--- config.mk ---
export PLATFORM = sky130hd
export DESIGN_NAME = mcart_latch_mapper
export DESIGN_NICKNAME = d
export VERILOG_FILES = /design/src/rtl/mcart_pkg.sv /design/src/rtl/mcart_latch.sv /design/src/rtl/mcart_decode.sv /design/src/rtl/mcart_prg_map.sv /design/src/rtl/mcart_ppu_gate.sv /design/src/rtl/mcart_latch_mapper.sv
export SDC_FILE = /design/constraint.sdc
export NUM_CORES = 1
export LEC_CHECK = 0
export BUFFER_PORTS_ARGS = -buffer_cell sky130_fd_sc_hd__clkbuf_2
export CORE_MARGIN = 3
export CORE_UTILIZATION = 33
export DETAILED_ROUTE_END_ITERATION = 8
export PLACE_DENSITY = 0.74
export SLEW_MARGIN = 0
export SYNTH_ARGS = -nofsm -noshare
export SYNTH_HDL_FRONTEND = slang
export SYNTH_SLANG_ARGS = --single-unit
--- constraint.sdc ---
create_clock -name clk -period 1.4 [get_ports clk]
set_input_delay 0.14 -clock clk [delete_from_list [all_inputs] [get_ports clk]]
set_output_delay 0.14 -clock clk [all_outputs]
set_load 0.005 [all_outputs]
--- src/rtl/mcart_pkg.sv ---
package mcart_pkg;

    localparam int unsigned LATCH_W = 11;
    localparam int unsigned PAGE_W  = 14;
    localparam int unsigned BANK_W  = 8;
    localparam int unsigned PRG_AW  = PAGE_W + BANK_W;

    typedef enum logic {
        MIR_VERT = 1'b0,
        MIR_HORZ = 1'b1
    } mirror_e;

    typedef enum logic {
        MODE_16K = 1'b0,
        MODE_32K = 1'b1
    } prg_mode_e;

    typedef struct packed {
        logic              wprot;
        logic [BANK_W-1:0] bank;
        prg_mode_e         mode;
        mirror_e           mirror;
    } ctrl_t;

    // Effective page: in 32 KiB mode the CPU's A14 replaces the page LSB.
    function automatic logic [BANK_W-1:0] eff_bank(input ctrl_t c, input logic a14);
        logic [BANK_W-1:0] b;
        b = c.bank;
        if (c.mode == MODE_32K) begin
            b[0] = a14;
        end
        return b;
    endfunction

endpackage

--- src/rtl/mcart_latch.sv ---
module mcart_latch
    import mcart_pkg::*;
(
    input  logic               clk,
    input  logic               rst,
    input  logic               romsel_n,
    input  logic               cpu_rw,
    input  logic [LATCH_W-1:0] addr_lo,
    output logic [LATCH_W-1:0] word
);

    logic wr_q;
    logic wr_prev;

    assign wr_q = !romsel_n && !cpu_rw;

    always_ff @(posedge clk) begin
        if (rst) begin
            word    <= '0;
            wr_prev <= 1'b0;
        end else begin
            wr_prev <= wr_q;
            if (wr_q && !wr_prev) begin
                word <= addr_lo;
            end
        end
    end

    a_r1_reset_clear: assert property (@(posedge clk) rst |=> (word == '0));

    a_r2_capture: assert property (@(posedge clk) disable iff (rst)
        (wr_q && !wr_prev) |=> (word == $past(addr_lo)));

    a_r3_single_update: assert property (@(posedge clk) disable iff (rst)
        (wr_q && wr_prev) |=> $stable(word));

    a_r4_no_capture: assert property (@(posedge clk) disable iff (rst)
        !wr_q |=> $stable(word));

endmodule

--- src/rtl/mcart_decode.sv ---
module mcart_decode
    import mcart_pkg::*;
#(
    parameter int unsigned SUBMAPPER = 0
) (
    input  logic [LATCH_W-1:0] word,
    output ctrl_t              ctrl
);

    generate
        if (SUBMAPPER == 0) begin : g_layout0
            always_comb begin
                ctrl.mirror = mirror_e'(word[0]);
                ctrl.mode   = prg_mode_e'(word[1]);
                ctrl.bank   = word[9:2];
                ctrl.wprot  = word[10];
            end
        end else begin : g_layout1
            logic unused_b10;
            assign unused_b10 = word[10];
            always_comb begin
                ctrl.mirror = mirror_e'(word[0]);
                ctrl.mode   = prg_mode_e'(word[1]);
                ctrl.bank   = {1'b0, word[8:2]};
                ctrl.wprot  = word[9];
            end
        end
    endgenerate

endmodule

--- src/rtl/mcart_prg_map.sv ---
module mcart_prg_map
    import mcart_pkg::*;
#(
    parameter int unsigned PRG_BANKS = 128
) (
    input  logic              clk,
    input  logic              rst,
    input  ctrl_t             ctrl,
    input  logic [PAGE_W:0]   cpu_a,
    input  logic              romsel_n,
    input  logic              cpu_rw,
    output logic [PRG_AW-1:0] prg_addr,
    output logic              prg_rd_en
);

    localparam logic [BANK_W:0] LIMIT = (BANK_W+1)'(PRG_BANKS);

    logic [BANK_W-1:0] bank;

    always_comb begin
        bank      = eff_bank(ctrl, cpu_a[PAGE_W]);
        prg_addr  = {bank, cpu_a[PAGE_W-1:0]};
        prg_rd_en = !romsel_n && cpu_rw && ({1'b0, bank} < LIMIT);
    end

    a_r10_open_bus: assert property (@(posedge clk) disable iff (rst)
        prg_rd_en |-> (({1'b0, prg_addr[PRG_AW-1:PAGE_W]} < LIMIT) && cpu_rw && !romsel_n));

    a_r6_page_lsb: assert property (@(posedge clk) disable iff (rst)
        (ctrl.mode == MODE_16K) |-> (prg_addr[PAGE_W] == ctrl.bank[0]));

    a_r11_low_pass: assert property (@(posedge clk) disable iff (rst)
        prg_addr[PAGE_W-1:0] == cpu_a[PAGE_W-1:0]);

endmodule

--- src/rtl/mcart_ppu_gate.sv ---
module mcart_ppu_gate
    import mcart_pkg::*;
(
    input  logic  clk,
    input  logic  rst,
    input  ctrl_t ctrl,
    input  logic  ppu_a10,
    input  logic  ppu_a11,
    input  logic  ppu_we,
    output logic  ciram_a10,
    output logic  chr_we
);

    always_comb begin
        ciram_a10 = (ctrl.mirror == MIR_HORZ) ? ppu_a11 : ppu_a10;
        chr_we    = ppu_we && !ctrl.wprot;
    end

    a_r9_protect: assert property (@(posedge clk) disable iff (rst)
        ctrl.wprot |-> !chr_we);

    a_r9_pass: assert property (@(posedge clk) disable iff (rst)
        (!ctrl.wprot && ppu_we) |-> chr_we);

endmodule

--- src/rtl/mcart_latch_mapper.sv ---
module mcart_latch_mapper
    import mcart_pkg::*;
#(
    parameter int unsigned SUBMAPPER = 0,
    parameter int unsigned PRG_BANKS = 128
) (
    input  logic        clk,
    input  logic        rst,
    input  logic [15:0] cpu_addr,
    input  logic        cpu_rw,
    input  logic        romsel_n,
    input  logic        ppu_a10,
    input  logic        ppu_a11,
    input  logic        ppu_we,
    output logic [21:0] prg_addr,
    output logic        prg_rd_en,
    output logic        ciram_a10,
    output logic        chr_we
);

    logic [LATCH_W-1:0] word;
    ctrl_t              ctrl;
    logic               unused_a15;

    assign unused_a15 = cpu_addr[15];

    mcart_latch u_latch (
        .clk      (clk),
        .rst      (rst),
        .romsel_n (romsel_n),
        .cpu_rw   (cpu_rw),
        .addr_lo  (cpu_addr[LATCH_W-1:0]),
        .word     (word)
    );

    mcart_decode #(.SUBMAPPER(SUBMAPPER)) u_decode (
        .word (word),
        .ctrl (ctrl)
    );

    mcart_prg_map #(.PRG_BANKS(PRG_BANKS)) u_prg (
        .clk       (clk),
        .rst       (rst),
        .ctrl      (ctrl),
        .cpu_a     (cpu_addr[PAGE_W:0]),
        .romsel_n  (romsel_n),
        .cpu_rw    (cpu_rw),
        .prg_addr  (prg_addr),
        .prg_rd_en (prg_rd_en)
    );

    mcart_ppu_gate u_ppu (
        .clk       (clk),
        .rst       (rst),
        .ctrl      (ctrl),
        .ppu_a10   (ppu_a10),
        .ppu_a11   (ppu_a11),
        .ppu_we    (ppu_we),
        .ciram_a10 (ciram_a10),
        .chr_we    (chr_we)
    );

    a_r8_top_zero: assert property (@(posedge clk) disable iff (rst)
        (SUBMAPPER != 0) |-> (prg_addr[21] == 1'b0));

endmodule

* Word-level counts from Yosys, hierarchy flattened
Cells that the tools add are included.
Storage, ports and cells: flip-flop bits (word level) 12, word-level logic and storage cells 14
Operators by class: $lt $le $gt $ge 1, multiplexer cells 2, reduce and logical (&&, ||, !) cells 9
Operators by type and width (number):
- < comparator 8 bit (second input constant) | 1
- logical AND 1 bit | 5
- zero test 1 bit | 4
- 2-to-1 mux 1 bit | 2

* Logic depth before layout (Yosys ltp)
Gate-level depths: netlist (run 1).
depth in word-level cells 3, gate-level depth with buffers 4, depth with buffers taken out 2

* Hierarchy
A second synthesis (run 1) with hierarchy kept.
Unflattened totals: cell total of the unflattened synthesis 89, area total of the unflattened synthesis 820.8 µm²
Modules (own cells, without submodules):
- mcart_latch | instances 1, cells an instance 53, area an instance 536.8 µm²
- mcart_prg_map | instances 1, cells an instance 23, area an instance 180.2 µm²
- mcart_decode | instances 1, cells an instance 11, area an instance 82.6 µm²
- mcart_ppu_gate | instances 1, cells an instance 2, area an instance 21.3 µm²

* Worst setup path before layout (run 1)
Ideal clock, no wire load.
kind register -> register, start point register u_latch.wr_prev, end point register u_latch.word[3], setup time 70 ps, data arrival time 1060 ps, setup slack 269 ps, cell stages (with the launch flop) 3, buffers on the path 0, period minus slack after synthesis 1131 ps, cells stage by stage dfxtp_1 or4b_2 a21oi_1
On the way: word-level cells in the longest chain between the ends 2
RTL lines:
- from (decl) | line mcart_latch.sv:13 | logic wr_prev;
- from (signal assigned) | line mcart_latch.sv:22 | wr_prev <= wr_q;
- zero test 1 bit | line mcart_latch.sv:23 | if (wr_q && !wr_prev) begin
- logical AND 1 bit | line mcart_latch.sv:23
- to (signal assigned) | line mcart_latch.sv:24 | word <= addr_lo;
- to (decl) | line mcart_latch.sv:9 | output logic [LATCH_W-1:0] word
Every way passes these cells. A chain may end at the register's enable or synchronous reset.

* Worst setup path after layout (run 1)
start point register u_latch.wr_prev, end point register u_latch.word[1]
The elaborated chain is that of the path after synthesis.

==> impl_metrics.py, run 1 <==
metrics = {
    "critical_path": {
        "worst_setup_path_start_kind": "register",
        "cp.required_ps": 1600,
        "cpPeakStageDelay_ps": 520,
        "criticalPathCategory": "register to register",
        "endpoint_kind": "register",
        "cpMaxStageDelayCell": "or4b_1",
        "worstPathCellList": "buf_4 > or4b_1 > a21oi_1",
        "crit_path_max_fanout": 8,
        "cp.arrival_ps": 1460,
    },
    "route": {
        "vias": 606,
        "drtPass1Iterations": 2,
        "drc": 0,
        "wl_per_cell_um": 11.5,
        "routed_wl_um": 1430,
        "drt-initial-drc-count": 3,
        "antenna_left": 0,
        "avgViaCountPerCell": 4.89,
    },
    "synthesis": {
        "ys_warn_count": 0,
        "ys_types": 14,
        "synth_top_area_share": 0.332,
        "synth_area_leaders": "dfxtp_1 (33%), buf_4 (22%), o31ai_1 (11%)",
        "seq_area_frac_synth": 0.332,
        "synth_area_sq_um": 724,
        "synth-seq-cells": 12,
        "avgSynthCellArea_sq_um": 9.29,
        "netlist_instances": 78,
        "synth_area_leader_cell": "dfxtp_1",
        "synth_nets": 101,
    },
    "floorplanning": {
        "die_h_um": 52.9,
        "io_pins": 48,
        "initial_core_util": 0.358,
        "core-area_sq_um": 2020,
        "die_w_um": 52.9,
        "row_count": 16,
        "dieArea_sq_um": 2790,
    },
    "finish": {
        "final_common_cell": "clkbuf_2",
        "syn2layout_area_growth_pct": 14.3,
        "multi_input_area_sq_um": 289,
        "antenna_cells": 0,
        "seqCellArea_sq_um": 240,
        "fin_cells": 124,
        "nFillCells": 213,
        "final_area_sq_um": 828,
        "fin_nets": 122,
        "layout_common_cells": "clkbuf_2 (40), dfxtp_1 (12), o31ai_1 (11), a21oi_1 (11), or4b_1 (8)",
        "postLayoutCoreUtil": 0.410,
        "drive_gt1_frac": 0.536,
    },
    "clock_network": {
        "holdBufCountCts": 0,
        "numCtsBuffers": 3,
        "worstSkewPairLatency_ps": 270,
        "cts_max_level": 1,
        "cts-resized-gates": 0,
        "path_clk_slew_ps": 70,
        "cts_tree": "done",
        "cts_sinks": 12,
        "post_cts_buffers": 0,
        "cts-root-buf": "clkbuf_4",
        "clk_path_buf_depth": 2,
    },
    "placed_design": {
        "place_ws_ps": 156,
        "io_buffers": 40,
        "post-place-cells": 121,
        "place_area_sq_um": 806,
        "place.gp.congestion": 0.577,
        "place_hpwl_um": 1100,
    },
    "sta": {
        "worst_pin_slew_ps": 238,
        "setup_slack_ps": 140,
        "min_period_over_period": 0.900,
        "tns_ps": 0,
        "finalHoldViolations": 0,
        "setup_viol": 0,
        "post-route-min-period_ps": 1260,
        "relSlewSlack": 0.842,
        "hold-worst-slack_ps": 198,
        "skew_ps": 8.55,
        "grt_setup_unrepaired": "no",
        "slew_viol_final": 0,
        "fmax_mhz": 794,
    },
    "grt": {
        "grt_overflow": 0,
        "antenna_found_initial": 0,
        "grt_start_max_net_pins": 20,
        "grt_pass1_wl_um": 2080,
        "grt_use_total": 0.107,
        "grt_pass1_vias": 504,
    },
    "outcome": {
        "status": "finished clean",
    },
    "power_and_ir_drop": {
        "p_per_area_nw_per_um2": 851,
        "ir_drop_mv": 0.365,
        "power_leakage_nw": 0.383,
        "power.total_uw": 705,
    },
    "hold_path": {
        "holdCritPathClass": "input port to register",
    },
    "job": {
        "maxCapViolCount": 0,
    },
}
[layer usage]
layer	up-vias	share of wire	wire length, um	global-route usage
li1	310	-	-	-
met1	271	0.41	586	0.109
met2	23	0.49	693	0.174
met3	2	0.082	117	0.0282
met4	0	0.019	27	0.102
met5	-	0	0	0
[final cells by class]
class	count	share of cell area
Multi-Input combinational cell	38	0.349
Sequential cell	12	0.290
Tap cell	27	0.0408
Timing Repair Buffer	44	0.293
Clock buffer	3	0.0272
[cell families (layout without fill, tap and decap cells)]
family          count (synthesis)  in the layout  synth area share
compound gates                 22             22             0.190
flops                          12             12             0.332
simple gates                   14             14             0.178
buf+inv                        28             47             0.269
mux                             2              2            0.0311
[cells in the mapped netlist]
master    count
or4b_2        3
or4b_1        8
nor3_1        1
nor3b_1       1
mux2_2        2
buf_2         2
dfxtp_1      12
o31ai_1      11
buf_6         1
clkbuf_1      3
clkbuf_2      1
nor2b_1       1
a21oi_1      11
buf_4        21
[worst paths after layout]
kind	slack, ps	endpoint	from	depth (start not counted)
worst min-delay path	200	u_latch.wr_prev	cpu_rw	2
worst max-delay path	140	u_latch.word[1]	u_latch.wr_prev	3
worst max register to register	140	u_latch.word[1]	u_latch.wr_prev	3
worst min register to register	470	u_latch.word[5]	u_latch.word[5]	2
[flip-flops by register name, indices dropped and copies added (netlist names)]
signal           flops
u_latch.word        11
u_latch.wr_prev      1
[where the power goes]
group	internal (mW)	total, mW	switching (mW)	leakage, nW
logic	0.0726	0.134	0.0618	0.271
clock network	0.0994	0.204	0.105	0.0138
registers	0.357	0.366	0.00905	0.0980
total	0.529	0.705	0.176	0.383
[critical path: cells and delay by family, from the launching register on]
| kind | cells | cell delay, ps |
|---|---|---|
| DFF | 1 | 360 |
| buffers and inverters | 1 | 180 |
| and+or+nand+nor | 1 | 520 |
| AOI/OAI and AO/OA | 1 | 130 |
Note: power is estimated with default switching activity, not from simulation.
==> run 2: changes to the inputs <==
--- a/config.mk
+++ b/config.mk
@@ -5,11 +5,12 @@
 export SDC_FILE = /design/constraint.sdc
 export NUM_CORES = 1
 export LEC_CHECK = 0
+export ABC_AREA = 1
 export BUFFER_PORTS_ARGS = -buffer_cell sky130_fd_sc_hd__clkbuf_2
 export CORE_MARGIN = 3
 export CORE_UTILIZATION = 33
 export DETAILED_ROUTE_END_ITERATION = 8
-export PLACE_DENSITY = 0.74
+export PLACE_DENSITY = 0.73
 export SLEW_MARGIN = 0
 export SYNTH_ARGS = -nofsm -noshare
 export SYNTH_HDL_FRONTEND = slang
==> run 2 against run 1 <==
  * Register-to-register slack gained 410 ps
  * First-iteration DRC count is the same
  * Sequential power grew 3%
  * Clock power shrank 3%
  * Design area shrank 1.4%
  * Hold slack lost 140 ps
  * Fmax grew 21%
  * Sequential share of layout area grew 0.40 points
  * Highest routed layer unchanged
  * Wire length shrank 3.2%
  * Via count grew 5.0%
  * Synthesized area grew 4.7%
  * Combinational power grew 14%
==> impl_metrics.py, run 2 <==
metrics = {
    "sta": {
        "skew_ps": 3.65,
        "grt_setup_unrepaired": "no",
        "tns_ps": 0,
        "setup_slack_ps": 357,
        "slew_viol_final": 0,
        "post-route-min-period_ps": 1040,
        "fmax_mhz": 959,
        "setup_viol": 0,
        "relSlewSlack": 0.673,
        "min_period_over_period": 0.745,
        "finalHoldViolations": 0,
        "hold-worst-slack_ps": 58.2,
        "worst_pin_slew_ps": 489,
    },
    "critical_path": {
        "ff2ff_setup_slack_ps": 550,
        "cpMaxStageDelayCell": "dfxtp_1",
        "criticalPathCategory": "register to primary output",
        "worst_setup_path_start_kind": "register",
        "worstPathCellList": "nor3b_1 > clkbuf_2",
        "cpPeakStageDelay_ps": 320,
        "endpoint_kind": "primary output",
        "crit_path_max_fanout": 3,
        "cp.arrival_ps": 900,
        "cp.required_ps": 1260,
    },
    "finish": {
        "largest_reg_flops": 11,
        "fin_cells": 152,
        "syn2layout_area_growth_pct": 7.76,
        "fin_nets": 150,
        "top_register": "u_latch.word",
        "drive_gt1_frac": 0.384,
        "largestRegisters": "u_latch.word (11), u_latch.wr_prev (1)",
        "final_common_cell": "clkbuf_2",
        "layout_common_cells": "clkbuf_2 (40), inv_1 (16), nand2_1 (13)",
        "final_area_sq_um": 817,
        "antenna_cells": 0,
    },
    "route": {
        "highest_layer": "met4",
        "met2_length_um": 671,
        "wl_per_cell_um": 9.07,
        "drtPass1Iterations": 4,
        "wl_met3_um": 152,
        "drt-initial-drc-count": 3,
        "antenna_left": 0,
        "drc": 0,
        "routed_wl_um": 1380,
        "vias": 636,
        "avgViaCountPerCell": 4.18,
        "wl_met1_um": 544,
    },
    "synthesis": {
        "synth_area_leaders": "dfxtp_1 (32%), buf_4 (23%), inv_1 (7.9%)",
        "netlist_instances": 106,
        "synth_area_leader_cell": "dfxtp_1",
        "synthTopCellsByCount": "buf_4 (23), inv_1 (16), nand2_1 (13)",
        "ys_async_sr_fraction": 0,
        "seq_area_frac_synth": 0.317,
        "ys_types": 15,
        "synth_flop_cell": "dfxtp_1",
        "synth_area_sq_um": 758,
        "synth_nets": 129,
        "synth_top_area_share": 0.317,
        "synth_edf_count": 0,
        "ys_warn_count": 0,
        "synth.most_common_cell": "buf_4",
        "synth-seq-cells": 12,
        "avgSynthCellArea_sq_um": 7.15,
    },
    "clock_network": {
        "holdBufCountCts": 0,
        "cts-root-buf": "clkbuf_4",
        "cts_sinks": 12,
        "cts_max_level": 1,
        "path_clk_slew_ps": 60,
        "cts_tree": "done",
        "numCtsBuffers": 3,
        "worstSkewPairLatency_ps": 260,
        "clk_path_buf_depth": 2,
        "post_cts_buffers": 0,
        "cts-resized-gates": 0,
    },
    "power_and_ir_drop": {
        "p_per_area_nw_per_um2": 890,
        "ir_drop_mv": 0.387,
        "power_leakage_nw": 0.467,
    },
    "outcome": {
        "status": "finished clean",
    },
    "placed_design": {
        "post-place-cells": 149,
        "place_area_sq_um": 795,
        "place.gp.congestion": 0.651,
        "io_buffers": 40,
        "place_hpwl_um": 1070,
        "place_ws_ps": 345,
    },
    "grt": {
        "grt_use_total": 0.105,
        "grt_start_max_net_pins": 23,
        "grt_pass1_wl_um": 2190,
        "grt_pass1_vias": 545,
        "grt_overflow": 0,
        "antenna_found_initial": 0,
    },
    "hold_path": {
        "holdCritPathClass": "input port to register",
    },
    "floorplanning": {
        "initial_core_util": 0.368,
        "die_h_um": 53.9,
        "core-area_sq_um": 2060,
        "dieArea_sq_um": 2910,
        "row_count": 16,
        "io_pins": 48,
        "die_w_um": 53.9,
    },
    "job": {
        "maxCapViolCount": 0,
    },
}
[run 2: cell types whose count changed after synthesis, moves of 3 or more]
cell and delta:
clkbuf_1 -3, inv_1 +16, o31ai_1 -11, nand3_1 +11
or4b_2 -3, nand2_1 +13, nor2_1 +12, or4b_1 -8
[run 2: layout make-up]
| class | instances | area [sq um] |
|---|---|---|
| fill | 233 | 1240 |
| clock buffer | 3 | 22.5 |
| timing repair buffer | 42 | 215 |
| inverter | 16 | 60.1 |
| multi-input combinational | 52 | 245 |
| sequential | 12 | 240 |
| tap | 27 | 33.8 |
[run 2: final timing paths]
check / cells after the start / to / start
worst max-delay path: 2 / prg_rd_en / u_latch.word[9]
worst min register to register: 2 / u_latch.word[3] / u_latch.word[3]
worst max register to register: 5 / u_latch.word[0] / u_latch.wr_prev
worst min-delay path: 2 / u_latch.wr_prev / rst
[run 2: cells by family (layout without fill, tap and decap cells)]
family	after synthesis	after routing	synth area share
buffers and inverters	42	61	0.360
and+or+nand+nor	39	39	0.228
AOI/OAI and AO/OA	13	13	0.0957
DFF	12	12	0.317
[run 2: worst max-delay path, delay by kind of cell (launching register included)]
kind	cells	cell delay (ps)
and+or+nand+nor	1	190
buffers and inverters	1	140
DFF	1	320
[run 2: power by group]
part	internal [mW]	total, mW	switching (mW)
registers	0.364	0.377	0.0126
clock network	0.0991	0.198	0.0988
logic	0.0747	0.153	0.0784
[run 2: per-stage QoR]
step,util,power [mW]
after floorplan,-,0.517
after global placement,0.385,0.535
after detailed placement,0.385,0.541
after CTS,0.396,0.745
after global routing,0.396,0.788
final,0.396,0.728
[run 2: metal layers]
metal,track usage,vias up
li1,-,346
met1,0.107,254
met2,0.192,34
met3,0.0249,2
met4,0.0638,0
met5,0,-
